$ cat src/rtl/ctxm_pkg.sv
package ctxm_pkg;

  typedef enum logic [1:0] {
    RING_USER = 2'd0,
    RING_OS   = 2'd1,
    RING_POOL = 2'd2,
    RING_PHYS = 2'd3
  } ring_e;

  // context words arrive most significant byte first
  function automatic logic [31:0] be_to_cpu(input logic [31:0] w);
    return {w[7:0], w[15:8], w[23:16], w[31:24]};
  endfunction

endpackage

$ cat src/rtl/ctxm_word_decode.sv
module ctxm_word_decode #(
  parameter int VLD_BIT = 31,
  parameter int FLD_LSB = 0,
  parameter int FLD_W   = 24,
  parameter int OUT_W   = 24
) (
  input  logic [31:0]      raw_be,
  output logic             vld,
  output logic [OUT_W-1:0] fld
);
  logic [31:0] w_cpu;
  logic        w_unused;

  assign w_cpu    = ctxm_pkg::be_to_cpu(raw_be);
  assign vld      = w_cpu[VLD_BIT];
  assign fld      = OUT_W'(w_cpu[FLD_LSB +: FLD_W]);
  assign w_unused = ^w_cpu;
endmodule

$ cat src/rtl/ctxm_ring_select.sv
module ctxm_ring_select
  import ctxm_pkg::*;
#(
  parameter int CAM_W   = 24,
  parameter int LS_W    = 24,
  parameter int FLD_MAX = 24
) (
  input  logic [3:0]              vld,
  input  logic [3:0][FLD_MAX-1:0] fld,
  input  logic [CAM_W-1:0]        req_cam,
  input  logic [CAM_W-1:0]        hw_cam,
  input  logic [LS_W-1:0]         req_lsrv,
  input  logic                    fmt,
  input  logic                    ignore,
  output logic                    hit,
  output ring_e                   ring,
  output logic                    unsup
);
  logic phys_ok, pool_ok, os_ok, user_ok;
  logic fld_unused;

  assign phys_ok = vld[RING_PHYS] && (hw_cam == req_cam);
  assign pool_ok = vld[RING_POOL] && (fld[RING_POOL][CAM_W-1:0] == req_cam);
  assign os_ok   = vld[RING_OS]   && (fld[RING_OS][CAM_W-1:0] == req_cam);
  assign user_ok = os_ok && vld[RING_USER] &&
                   (fld[RING_USER][LS_W-1:0] == req_lsrv);
  assign fld_unused = ^fld[RING_PHYS];

  always_comb begin
    hit   = 1'b0;
    ring  = RING_USER;
    unsup = 1'b0;
    if (!fmt) begin
      if (ignore) begin
        unsup = 1'b1;
      end else if (phys_ok) begin
        hit  = 1'b1;
        ring = RING_PHYS;
      end else if (pool_ok) begin
        hit  = 1'b1;
        ring = RING_POOL;
      end else if (os_ok) begin
        hit  = 1'b1;
        ring = RING_OS;
      end
    end else if (user_ok) begin
      hit  = 1'b1;
      ring = RING_USER;
    end
  end
endmodule

$ cat src/rtl/ring_ctx_matcher.sv
module ring_ctx_matcher
  import ctxm_pkg::*;
#(
  parameter int BLK_W   = 4,
  parameter int IDX_W   = 19,
  parameter int CAM_W   = 24,
  parameter int LS_W    = 24,
  parameter int PID_W   = 8,
  parameter int TID_W   = 7,
  parameter int VLD_BIT = 31,
  parameter int CAM_LSB = 0,
  parameter int LS_LSB  = 0
) (
  input  logic             clk,
  input  logic             rst,
  input  logic             req_valid,
  input  logic             req_fmt,
  input  logic [BLK_W-1:0] req_blk,
  input  logic [IDX_W-1:0] req_idx,
  input  logic             req_ignore,
  input  logic [LS_W-1:0]  req_lsrv,
  input  logic [31:0]      ctx_phys,
  input  logic [31:0]      ctx_pool,
  input  logic [31:0]      ctx_os,
  input  logic [31:0]      ctx_user,
  input  logic [PID_W-1:0] proc_id,
  input  logic [BLK_W-1:0] local_blk,
  output logic             res_valid,
  output logic             res_hit,
  output logic [1:0]       res_ring,
  output logic             res_unsup
);
  localparam int FLD_MAX = (CAM_W > LS_W) ? CAM_W : LS_W;

  logic [3:0][31:0]        words;
  logic [3:0]              vld;
  logic [3:0][FLD_MAX-1:0] fld;
  logic [CAM_W-1:0]        req_cam, hw_cam;
  logic [IDX_W-1:0]        hw_idx;
  logic                    hit, unsup;
  ring_e                   ring;
  logic                    pid_unused;

  assign words = {ctx_phys, ctx_pool, ctx_os, ctx_user};

  for (genvar g = 0; g < 4; g++) begin : g_dec
    localparam bit IS_USER = (g == 0);
    ctxm_word_decode #(
      .VLD_BIT (VLD_BIT),
      .FLD_LSB (IS_USER ? LS_LSB : CAM_LSB),
      .FLD_W   (IS_USER ? LS_W : CAM_W),
      .OUT_W   (FLD_MAX)
    ) u_dec (
      .raw_be (words[g]),
      .vld    (vld[g]),
      .fld    (fld[g])
    );
  end

  assign req_cam    = CAM_W'({req_blk, req_idx});
  assign hw_idx     = IDX_W'({1'b1, proc_id[TID_W-1:0]});
  assign hw_cam     = CAM_W'({local_blk, hw_idx});
  assign pid_unused = ^proc_id;

  ctxm_ring_select #(
    .CAM_W   (CAM_W),
    .LS_W    (LS_W),
    .FLD_MAX (FLD_MAX)
  ) u_sel (
    .vld      (vld),
    .fld      (fld),
    .req_cam  (req_cam),
    .hw_cam   (hw_cam),
    .req_lsrv (req_lsrv),
    .fmt      (req_fmt),
    .ignore   (req_ignore),
    .hit      (hit),
    .ring     (ring),
    .unsup    (unsup)
  );

  always_ff @(posedge clk) begin
    if (rst) begin
      res_valid <= 1'b0;
      res_hit   <= 1'b0;
      res_ring  <= 2'd0;
      res_unsup <= 1'b0;
    end else begin
      res_valid <= req_valid;
      if (req_valid) begin
        res_hit   <= hit;
        res_ring  <= ring;
        res_unsup <= unsup;
      end
    end
  end

  assert_pulse_R10: assert property (@(posedge clk) disable iff (rst)
    res_valid |-> $past(req_valid));
  assert_hold_R10: assert property (@(posedge clk) disable iff (rst)
    !$past(req_valid) |-> ($stable(res_hit) && $stable(res_ring) && $stable(res_unsup)));
  assert_unsup_R8: assert property (@(posedge clk) disable iff (rst)
    (res_valid && res_unsup) |-> (!res_hit && $past(!req_fmt && req_ignore)));
  assert_fmt1_user_R7: assert property (@(posedge clk) disable iff (rst)
    (res_valid && res_hit && $past(req_fmt)) |-> (res_ring == 2'd0));
  assert_fmt0_ring_R6: assert property (@(posedge clk) disable iff (rst)
    (res_valid && res_hit && !$past(req_fmt)) |-> (res_ring != 2'd0));
  assert_miss_code_R9: assert property (@(posedge clk) disable iff (rst)
    (res_valid && !res_hit) |-> (res_ring == 2'd0));
endmodule

$ cat config.mk
export PLATFORM = sky130hd
export DESIGN_NAME = ring_ctx_matcher
export DESIGN_NICKNAME = d
export VERILOG_FILES = /design/src/rtl/ctxm_pkg.sv /design/src/rtl/ctxm_word_decode.sv /design/src/rtl/ctxm_ring_select.sv /design/src/rtl/ring_ctx_matcher.sv
export SDC_FILE = /design/constraint.sdc
export NUM_CORES = 1
export LEC_CHECK = 0
export BUFFER_PORTS_ARGS = -buffer_cell sky130_fd_sc_hd__buf_2
export CAP_MARGIN = 30
export CORE_AREA = 2 2 77 79
export CTS_CLUSTER_DIAMETER = 30
export DETAILED_ROUTE_END_ITERATION = 10
export DIE_AREA = 0 0 79 81
export GPL_TIMING_DRIVEN = 0
export PLACE_DENSITY_LB_ADDON = 0.1
export SLEW_MARGIN = 15
export SYNTH_ARGS = -nofsm -noshare
export SYNTH_HDL_FRONTEND = slang
export SYNTH_SLANG_ARGS = --single-unit
$ cat constraint.sdc
create_clock -name clk -period 2.1 [get_ports clk]
set_input_delay 0.315 -clock clk [delete_from_list [all_inputs] [get_ports clk]]
set_output_delay 0.315 -clock clk [all_outputs]
set_load 0.1 [all_outputs]
After elaboration in Yosys (flattened, before gate mapping)
Cells that the tools add are included.
- register bits: 5
- output and inout port bits: 5
- equal/unequal tests: 4
- multiplexer cells: 13
- reduce and logical (&&, ||, !) cells: 5
- operators with widths (operator ; number):
    $eq 24x23->1 ; 2
    $eq 24x24->1 ; 1
    $eq 23x23->1 ; 1
    $mux 1 ; 9
    $mux 2 ; 4
    $logic_and 1x1->1 ; 5

Depth between registers and ports, before layout
Gate-level depths: netlist (run 1).
- depth after elaboration: 7
- gate-level depth with buffers: 6
- gate-level depth less buffers: 6

By module
A second synthesis (run 1) with hierarchy kept.
- cells, all modules: 258
- area, all modules: 2038.2 sq um
- modules (own cells, without submodules) (module ; times used ; cells an instance ; area an instance (sq um) ; seq. area each (sq um)):
    ctxm_ring_select ; 1 ; 141 ; 1107.3 ; 0.0
    ctxm_word_decode ; 4 ; 25 ; 187.7 ; 0.0
    ring_ctx_matcher ; 1 ; 17 ; 180.2 ; 100.1

Worst setup path after synthesis (run 1)
No wires, ideal clock.
- path type: in2reg
- from: input req_idx[0]
- to: register res_hit
- setup time: 92 ps
- data arrival time: 1705 ps
- required time: 2008 ps
- setup slack: 302 ps
- stages on the path: 6
- buffers on the path: 0
- cells stage by stage: xor2_1 -> or4_1 -> or4_1 -> o31ai_1 -> a32oi_1 -> o32ai_1
- longest elaborated chain between the ends: 7
- RTL lines (element ; line ; source):
    from (decl) ; ring_ctx_matcher.sv:19 ; input logic [IDX_W-1:0] req_idx,
    $eq 24x23->1 ; ctxm_ring_select.sv:24 ; assign os_ok = vld[RING_OS] && (fld[RING_OS][CAM_W-1:0] == req_cam);
    $logic_and 1x1->1 ; ctxm_ring_select.sv:24 ;
    $mux 1 ; ctxm_ring_select.sv:42 ; end else if (os_ok) begin
    $mux 1 ; ctxm_ring_select.sv:39 ; end else if (pool_ok) begin
    $mux 1 ; ctxm_ring_select.sv:36 ; end else if (phys_ok) begin
    $mux 1 ; ctxm_ring_select.sv:34 ; if (ignore) begin
    $mux 1 * ; ctxm_ring_select.sv:33 ; if (!fmt) begin
    to (signal assigned) ; ring_ctx_matcher.sv:91 ; res_hit <= hit;
    to (decl) ; ring_ctx_matcher.sv:29 ; output logic res_hit,
Every way passes the cells marked *; elsewhere a longest branch is shown, timed or not.
A chain may end at the register's enable or synchronous reset.

Worst setup path in the final report (run 1)
- from: input req_idx[5]
- to: register res_hit
Same word-level chain as after synthesis.

==> results.sh, run 1 <==
export IMPL_io_buffers=143
export IMPL_diodes=0
export IMPL_fin_nets=502
export IMPL_finalWorstSetupSlack_ns=0.161
export IMPL_syn_area_sq_um=1280
export IMPL_grt_pass1_vias=1653
export IMPL_yosysSeqAreaShare_pct=7.80
export IMPL_numClockSinks=5
export IMPL_die_area_sq_um=6400
export IMPL_tightest_slew_ns=0.489
export IMPL_cts_root_buffer="clkbuf_8"
export IMPL_fin_crit_ns=1.94
export IMPL_num_rows=28
export IMPL_cp_data_required_time_ns=2.23
export IMPL_start_util_pct=22.6
export IMPL_antenna_left=0
export IMPL_synth_edff_count=0
export IMPL_min_from="rst"
export IMPL_gr_total_overflow=0
export IMPL_antenna_found_initial=0
export IMPL_grt_first_pass_wirelength_microns=7730
export IMPL_crit_fanout=3
export IMPL_cts_tree="built"
export IMPL_worstSkewPairLatency_ns=0.22
export IMPL_rsz0062_at_grt="false"
export IMPL_skew_ns=0
export IMPL_setup_violations=0
export IMPL_ios=197
export IMPL_critical_path_class="input pin to register"
export IMPL_syn_instance_count=162
export IMPL_outcome="completed"
export IMPL_viasPerCell=4.48
export IMPL_cts_setup_buffers=0
export IMPL_hp_class="input pin to register"
export IMPL_r2r_start="res_ring[0]"
export IMPL_first_pass_iters=6
export IMPL_place_gp_congestion=0.810
export IMPL_synth_ff_type="dfxtp_1"
export IMPL_multiInputGateArea_sq_um=1170
export IMPL_routed_wl_microns=5130
export IMPL_vdd_drop_max_mv=0.123
export IMPL_total_power_uw=671
export IMPL_period_share_pct=92.4
export IMPL_final_util_pct=37.7
export IMPL_syn_to_final_growth_pct=66.6
export IMPL_core_sq_um=5680
export IMPL_fill_cells=627
export IMPL_synth_cell_type_count=27
export IMPL_synth_async_reset_ratio_pct=0
export IMPL_drt_first_iter_violations=42
export IMPL_die_x_microns=79
export IMPL_slew_headroom_pct=67.6
export IMPL_fmax_mhz=516
export IMPL_drc_errors=0
export IMPL_max_cap_viol_count=0
export IMPL_cts_resized=0
export IMPL_synth_avg_cell_area_sq_um=7.92
export IMPL_final_cell_mix="buf_2 (143), xnor2_1 (52), xor2_1 (29), nand4_1 (23), nor4_1 (10)"
export IMPL_drive_gt1_share_pct=47.6
export IMPL_yosysWarnings=0
export IMPL_track_usage_pct=15.3
export IMPL_clk_path_buf_depth=2
export IMPL_cts_made_buffers=3
export IMPL_seqCellArea_sq_um=100
export IMPL_synth_net_count=354
export IMPL_ys_seq_elements=5
export IMPL_tns_ns=0
export IMPL_hold_buffers=0
export IMPL_finalHoldViolCount=0
export IMPL_vias=1721
export IMPL_path_clk_slew_ns=0.04
export IMPL_die_y_microns=81
export IMPL_critPathCaptureType="register"
export IMPL_cp_arrival_ns=2.07
export IMPL_layout_cells_most_common="buf_2"
export IMPL_drv_slew=0
export IMPL_post_drt_wl_per_cell_microns=13.4
export IMPL_worst_setup_path_start_kind="input pin"
export IMPL_grt_max_degree=9
export IMPL_htree_levels=1
export IMPL_startpoint="req_idx[5]"
export IMPL_power_density_nw_per_um2=314
export IMPL_whs_ns=0.323
export IMPL_dp_slack_ns=-0.140
export IMPL_hpwlAfterDp_microns=4710
export IMPL_leakage_nw=0.936
-- final cells by class --
| cell class | count | share of cell area [%] |
|---|---|---|
| sequential | 5 | 4.68 |
| clock buffer | 4 | 2.11 |
| tap | 75 | 4.39 |
| inverter | 2 | 0.351 |
| multi-input combinational | 155 | 55.0 |
| timing repair buffer | 143 | 33.5 |
-- cell families after synthesis --
logic type / synth area share (%)
xor gates and xnor gates: 55.3
and+or+nand+nor: 32.4
AOI/OAI and AO/OA: 3.90
DFF: 7.81
buffers and inverters: 0.586
-- synthesized netlist by cell type, types with 3 or more instances --
master	instances	area share, %
nor4_1	10	4.9
nand4_1	23	11
dfxtp_1	5	7.8
or4_1	3	1.8
nor2_1	4	1.2
xnor2_1	52	36
nand3_1	3	1.2
xor2_1	29	20
nor4b_1	5	3.4
nand2b_1	3	1.5
nand2_1	6	1.8
-- registers in the layout, indices dropped and copies added (netlist names) --
signal     count
res_hit        1
res_unsup      1
res_valid      1
res_ring       2
-- stage by stage --
step / instances / instance area (sq um)
2_1_floorplan: 162 / 1280
3_3_place_gp: 380 / 2090
3_5_place_dp: 380 / 2090
4_1_cts: 384 / 2140
5_1_grt: 384 / 2140
6_report: 384 / 2140
-- power breakdown --
group | switching (mW) | internal, mW | total, mW | leakage (nW)
sequential | 0.000645 | 0.0973 | 0.0980 | 0.0406
combinational | 0.194 | 0.202 | 0.396 | 0.872
clock | 0.0474 | 0.130 | 0.178 | 0.0228
-- critical path, cell delays in order --
cell     delay, ns
buf_2         0.12
xnor2_1       0.33
nand4_1       0.14
or4_1         0.55
o31ai_1       0.37
a32oi_1       0.11
o32ai_1       0.13
-- final timing paths --
check | slack [ns] | cells after the start | endpoint
hold / removal | 0.32 | 2 | res_unsup
setup reg to reg | 1.23 | 3 | res_ring[0]
setup / recovery | 0.16 | 7 | res_hit
hold reg to reg | 0.48 | 2 | res_unsup
-- layer usage --
metal,GRT usage (%),up-vias,share of wire (%)
met5,0,-,0
met4,3.45,0,0.66
met3,3.22,4,12
met2,25.7,106,45
met1,20.3,717,42
li1,-,894,-
No activity file was read; power rests on OpenSTA's default activity.
==> run 2: changes to the inputs <==
--- a/config.mk
+++ b/config.mk
@@ -12,7 +12,7 @@
 export DETAILED_ROUTE_END_ITERATION = 10
 export DIE_AREA = 0 0 79 81
 export GPL_TIMING_DRIVEN = 0
-export PLACE_DENSITY_LB_ADDON = 0.1
+export PLACE_DENSITY = 0.77
 export SLEW_MARGIN = 15
 export SYNTH_ARGS = -nofsm -noshare
 export SYNTH_HDL_FRONTEND = slang
==> run 2 against run 1 <==
Against the previous run: routed wire length is 3.8% higher; combinational power barely moved; largest cell class unchanged; non-clock buffer count did not move; sequential share of layout area is the same; total power is 0.34% higher; clock skew did not move; first-iteration DRC count increased by 76%.
==> results.sh, run 2 (synthesis gave the netlist of run 1 again) <==
export IMPL_outcome="completed"
export IMPL_rsz0062_at_grt="false"
export IMPL_antenna_left=0
export IMPL_core_sq_um=5680
export IMPL_fin_crit_ns=1.95
export IMPL_cts_resized=0
export IMPL_numClockSinks=5
export IMPL_htree_levels=1
export IMPL_layout_cells_most_common="buf_2"
export IMPL_grt_pass1_vias=1681
export IMPL_grt_first_pass_wirelength_microns=7590
export IMPL_hp_class="input pin to register"
export IMPL_cts_setup_buffers=0
export IMPL_period_share_pct=92.7
export IMPL_hpwlAfterDp_microns=4830
export IMPL_cp_arrival_ns=2.07
export IMPL_ios=197
export IMPL_die_area_sq_um=6400
export IMPL_slew_headroom_pct=67.4
export IMPL_worstSkewPairLatency_ns=0.22
export IMPL_drc_errors=0
export IMPL_viasPerCell=4.68
export IMPL_track_usage_pct=15.2
export IMPL_fmax_mhz=514
export IMPL_skew_ns=0
export IMPL_multiInputGateArea_sq_um=1170
export IMPL_drv_slew=0
export IMPL_clk_path_buf_depth=2
export IMPL_first_pass_iters=4
export IMPL_io_buffers=143
export IMPL_final_util_pct=37.7
export IMPL_gr_total_overflow=0
export IMPL_syn_to_final_growth_pct=66.6
export IMPL_cp_data_required_time_ns=2.22
export IMPL_seqCellArea_sq_um=100
export IMPL_path_clk_slew_ns=0.04
export IMPL_num_rows=28
export IMPL_place_gp_congestion=0.964
export IMPL_antenna_found_initial=0
export IMPL_grt_max_degree=9
export IMPL_finalWorstSetupSlack_ns=0.154
export IMPL_routed_wl_microns=5330
export IMPL_critPathCaptureType="register"
export IMPL_drt_first_iter_violations=74
export IMPL_critical_path_class="input pin to register"
export IMPL_cts_root_buffer="clkbuf_8"
export IMPL_final_cell_mix="buf_2 (143), xnor2_1 (52), xor2_1 (29), nand4_1 (23), nor4_1 (10)"
export IMPL_post_drt_wl_per_cell_microns=13.9
export IMPL_cts_made_buffers=3
export IMPL_max_cap_viol_count=0
export IMPL_die_y_microns=81
export IMPL_cts_tree="built"
export IMPL_hold_buffers=0
export IMPL_vdd_drop_max_mv=0.209
export IMPL_vias=1798
export IMPL_diodes=0
export IMPL_drive_gt1_share_pct=47.6
export IMPL_crit_fanout=3
export IMPL_worst_setup_path_start_kind="input pin"
export IMPL_largest_reg_flops=2
export IMPL_start_util_pct=22.6
export IMPL_die_x_microns=79
export IMPL_fin_nets=502
export IMPL_setup_violations=0
export IMPL_dp_slack_ns=-0.0903
export IMPL_largest_register="res_ring"
export IMPL_power_density_nw_per_um2=315
export IMPL_leakage_nw=0.936
export IMPL_finalHoldViolCount=0
export IMPL_tightest_slew_ns=0.492
export IMPL_fill_cells=630
[run 2: cell counts in the layout (fill, tap and decap cells not counted)]
Identical to the previous run, type by type.
[run 2: layout make-up]
class	count	area share, %
multi-input cells	155	55.0
clock buffers	4	2.11
repair buffers	143	33.5
inverters	2	0.351
well taps	75	4.39
flip-flops and latches	5	4.68
[run 2: per-stage QoR]
step / setup TNS [ns] / cells / power (mW) / hold WS (ns) / instance area, sq um
detailed placement: -0.103 / 380 / 0.493 / 0.458 / 2090
CTS: 0 / 384 / 0.679 / 0.318 / 2140
finish: 0 / 384 / 0.674 / 0.324 / 2140
global placement: -0.0743 / 380 / 0.486 / 0.453 / 2090
floorplan: 0 / 162 / 0.286 / 0.384 / 1280
global route: 0 / 384 / 0.720 / 0.330 / 2140
[run 2: per-layer routing]
layer  vias to the layer above  track usage [%]  part of all wire [%]
met5                         -                0                     0
met3                        12             2.33                   8.5
li1                        888                -                     -
met4                         0             4.31                  0.98
met2                       108             25.0                    44
met1                       790             20.6                    46
[run 2: report_power, final]
part / internal [mW] / switching, mW / leakage (nW)
clock network: 0.130 / 0.0468 / 0.0228
logic: 0.202 / 0.197 / 0.872
registers: 0.0973 / 0.000528 / 0.0406
[run 2: worst paths after layout]
kind | start | end | slack, ns | depth (start not counted)
worst max register to register | res_ring[0] | res_ring[0] | 1.25 | 3
worst max-delay path | req_idx[0] | res_hit | 0.15 | 7
worst min register to register | res_unsup | res_unsup | 0.46 | 2
worst min-delay path | rst | res_unsup | 0.32 | 2
[run 2: critical path: stages]
cell     delay, ns
buf_2         0.14
xor2_1        0.17
or4_1         0.51
or4_1         0.53
o31ai_1       0.14
a32oi_1       0.13
o32ai_1       0.14
==> run 3: changes to the inputs <==
--- a/config.mk
+++ b/config.mk
@@ -7,13 +7,15 @@
 export LEC_CHECK = 0
 export BUFFER_PORTS_ARGS = -buffer_cell sky130_fd_sc_hd__buf_2
 export CAP_MARGIN = 30
-export CORE_AREA = 2 2 77 79
+export CORE_ASPECT_RATIO = 1.75
+export CORE_MARGIN = 2
+export CORE_UTILIZATION = 38
 export CTS_CLUSTER_DIAMETER = 30
 export DETAILED_ROUTE_END_ITERATION = 10
-export DIE_AREA = 0 0 79 81
 export GPL_TIMING_DRIVEN = 0
-export PLACE_DENSITY = 0.77
+export PLACE_DENSITY = 0.94
 export SLEW_MARGIN = 15
 export SYNTH_ARGS = -nofsm -noshare
 export SYNTH_HDL_FRONTEND = slang
+export SYNTH_HIERARCHICAL = 1
 export SYNTH_SLANG_ARGS = --single-unit
==> constraint.sdc (replaced) <==
create_clock -name clk -period 2.09 [get_ports clk]
set_input_delay 0.3135 -clock clk [delete_from_list [all_inputs] [get_ports clk]]
set_output_delay 0.3135 -clock clk [all_outputs]
set_load 0.1 [all_outputs]
==> run 3 against run 2 <==
Against the previous run: cell count decreased by 3.6%; highest routed layer unchanged; worst setup slack improved by 0.093 ns; sequential share of layout area decreased by 0.43 points; final area increased by 10%; sequential cell count unchanged; synthesized area increased by 45%; routed wire length decreased by 8.3%; via count decreased by 4.8%; sequential power increased by 0.5%; clock skew unchanged.
==> results.sh, run 3 <==
export IMPL_outcome="completed"
export IMPL_viasPerCell=4.62
export IMPL_tns_ns=0
export IMPL_busiest_layer="met2"
export IMPL_layout_cells_most_common="buf_4"
export IMPL_crit_chain="buf_2, xnor2_1, nand4_1, or4_1, or2_1, a31oi_1, mux2i_1, nor2_1"
export IMPL_numClockSinks=5
export IMPL_fmax_mhz=543
export IMPL_crit_fanout=3
export IMPL_skew_ns=0
export IMPL_critPathSlowestCell="or4_1"
export IMPL_max_cap_viol_count=0
export IMPL_cts_root_buffer="clkbuf_8"
export IMPL_period_share_pct=88.2
export IMPL_critPathCaptureType="register"
export IMPL_fill_cells=446
export IMPL_cp_arrival_ns=2.00
export IMPL_worstSkewPairLatency_ns=0.22
export IMPL_vias=1711
export IMPL_die_x_microns=56.9
export IMPL_place_gp_congestion=0.817
export IMPL_drive_gt1_share_pct=45.9
export IMPL_final_util_pct=49.9
export IMPL_io_buffers=66
export IMPL_path_clk_slew_ns=0.03
export IMPL_cp_data_required_time_ns=2.25
export IMPL_p_int_uw=486
export IMPL_critical_path_class="input pin to register"
export IMPL_path_delay_family="simple AND/OR/NAND/NOR gates"
export IMPL_largest_register="res_ring"
export IMPL_gr_total_overflow=0
export IMPL_diodes=0
export IMPL_grtUsageMet3_pct=2.80
export IMPL_finalHoldViolCount=0
export IMPL_track_usage_pct=17.1
export IMPL_syn_instance_count=234
export IMPL_finalWorstSetupSlack_ns=0.247
export IMPL_setup_violations=0
export IMPL_rsz0062_at_grt="false"
export IMPL_cts_resized=0
export IMPL_yosysWarnings=6
export IMPL_grt_max_degree=6
export IMPL_first_pass_iters=4
export IMPL_drt_first_iter_violations=8
export IMPL_start_util_pct=39.5
export IMPL_largest_reg_flops=2
export IMPL_comb_power_share_pct=61.2
export IMPL_dp_slack_ns=0.00977
export IMPL_drc_errors=0
export IMPL_die_area_sq_um=5490
export IMPL_antenna_found_initial=0
export IMPL_fin_crit_ns=1.84
export IMPL_power_density_nw_per_um2=303
export IMPL_grtUsageMet1_pct=14.3
export IMPL_core_sq_um=4710
export IMPL_syn_area_sq_um=1860
export IMPL_grt_pass1_vias=1784
export IMPL_routed_wl_microns=4880
export IMPL_synth_avg_cell_area_sq_um=7.94
export IMPL_hpwlAfterDp_microns=4560
export IMPL_leakage_nw=1.07
export IMPL_hold_buffers=0
export IMPL_power_frac_seq_pct=13.8
export IMPL_tightest_slew_ns=0.606
export IMPL_die_y_microns=96.5
export IMPL_met2_usage_pct=38.3
export IMPL_cts_tree="built"
export IMPL_vdd_drop_max_mv=0.280
export IMPL_num_rows=33
export IMPL_cts_setup_buffers=0
export IMPL_whs_ns=0.319
export IMPL_worst_setup_path_start_kind="input pin"
export IMPL_fin_cells=370
export IMPL_grt_first_pass_wirelength_microns=7270
export IMPL_cts_made_buffers=3
export IMPL_hp_class="input pin to register"
export IMPL_p_clk_share_pct=25.0
export IMPL_post_drt_wl_per_cell_microns=13.2
export IMPL_fin_nets=511
export IMPL_p_sw_share_pct=31.7
export IMPL_syn_to_final_growth_pct=26.5
export IMPL_final_cell_mix="buf_4 (76), xnor2_1 (74), buf_2 (66), xor2_1 (22), nand4_1 (17)"
export IMPL_ios=197
export IMPL_htree_levels=1
export IMPL_cp_num_buf_inv=1
export IMPL_drv_slew=0
export IMPL_slew_headroom_pct=59.2
export IMPL_clk_path_buf_depth=2
export IMPL_power_switching_uw=226
export IMPL_antenna_left=0
export IMPL_dp_cells=366
export IMPL_slowest_delay_ns=0.52
-- run 3: layout make-up --
| cell class | instances | area, sq um | area share, % |
|---|---|---|---|
| Buffer | 77 | 582 | 24.7 |
| Clock buffer | 4 | 45.0 | 1.92 |
| Multi-Input combinational cell | 166 | 1230 | 52.3 |
| Sequential cell | 5 | 100 | 4.26 |
| Tap cell | 52 | 65.1 | 2.77 |
| Timing Repair Buffer | 66 | 330 | 14.1 |
-- run 3: final timing paths --
check	from	end	slack (ns)	cells after the start
setup / recovery	req_idx[5]	res_hit	0.25	8
hold / removal	rst	res_valid	0.32	2
setup reg to reg	res_ring[0]	res_ring[0]	1.48	2
hold reg to reg	res_ring[1]	res_ring[1]	0.49	2
-- run 3: worst reg2reg max path, cell delays in order, from the launching register on --
cell	delay (ns)
dfxtp_1	0.31
mux2i_1	0.13
nor2_1	0.06
-- run 3: per-layer routing --
layer,vias to the layer above,share of wire [%]
li1,846,-
met1,748,29
met2,108,60
met3,9,8.9
met4,0,2.0
met5,-,0
-- run 3: stage by stage --
stage | power, mW | area (sq um)
6_report | 0.712 | 2350
3_3_place_gp | 0.525 | 2310
5_1_grt | 0.760 | 2350
3_5_place_dp | 0.537 | 2310
2_1_floorplan | 0.409 | 1910
4_1_cts | 0.719 | 2350
-- run 3: power groups by stage --
stage               Clock (mW)  Sequential, mW  Combinational (mW)
finish                   0.178          0.0983               0.436
global route             0.189          0.0985               0.472
CTS                      0.182          0.0983               0.439
detailed placement           0          0.0997               0.437
global placement             0          0.0997               0.425
floorplan                    0           0.113               0.296
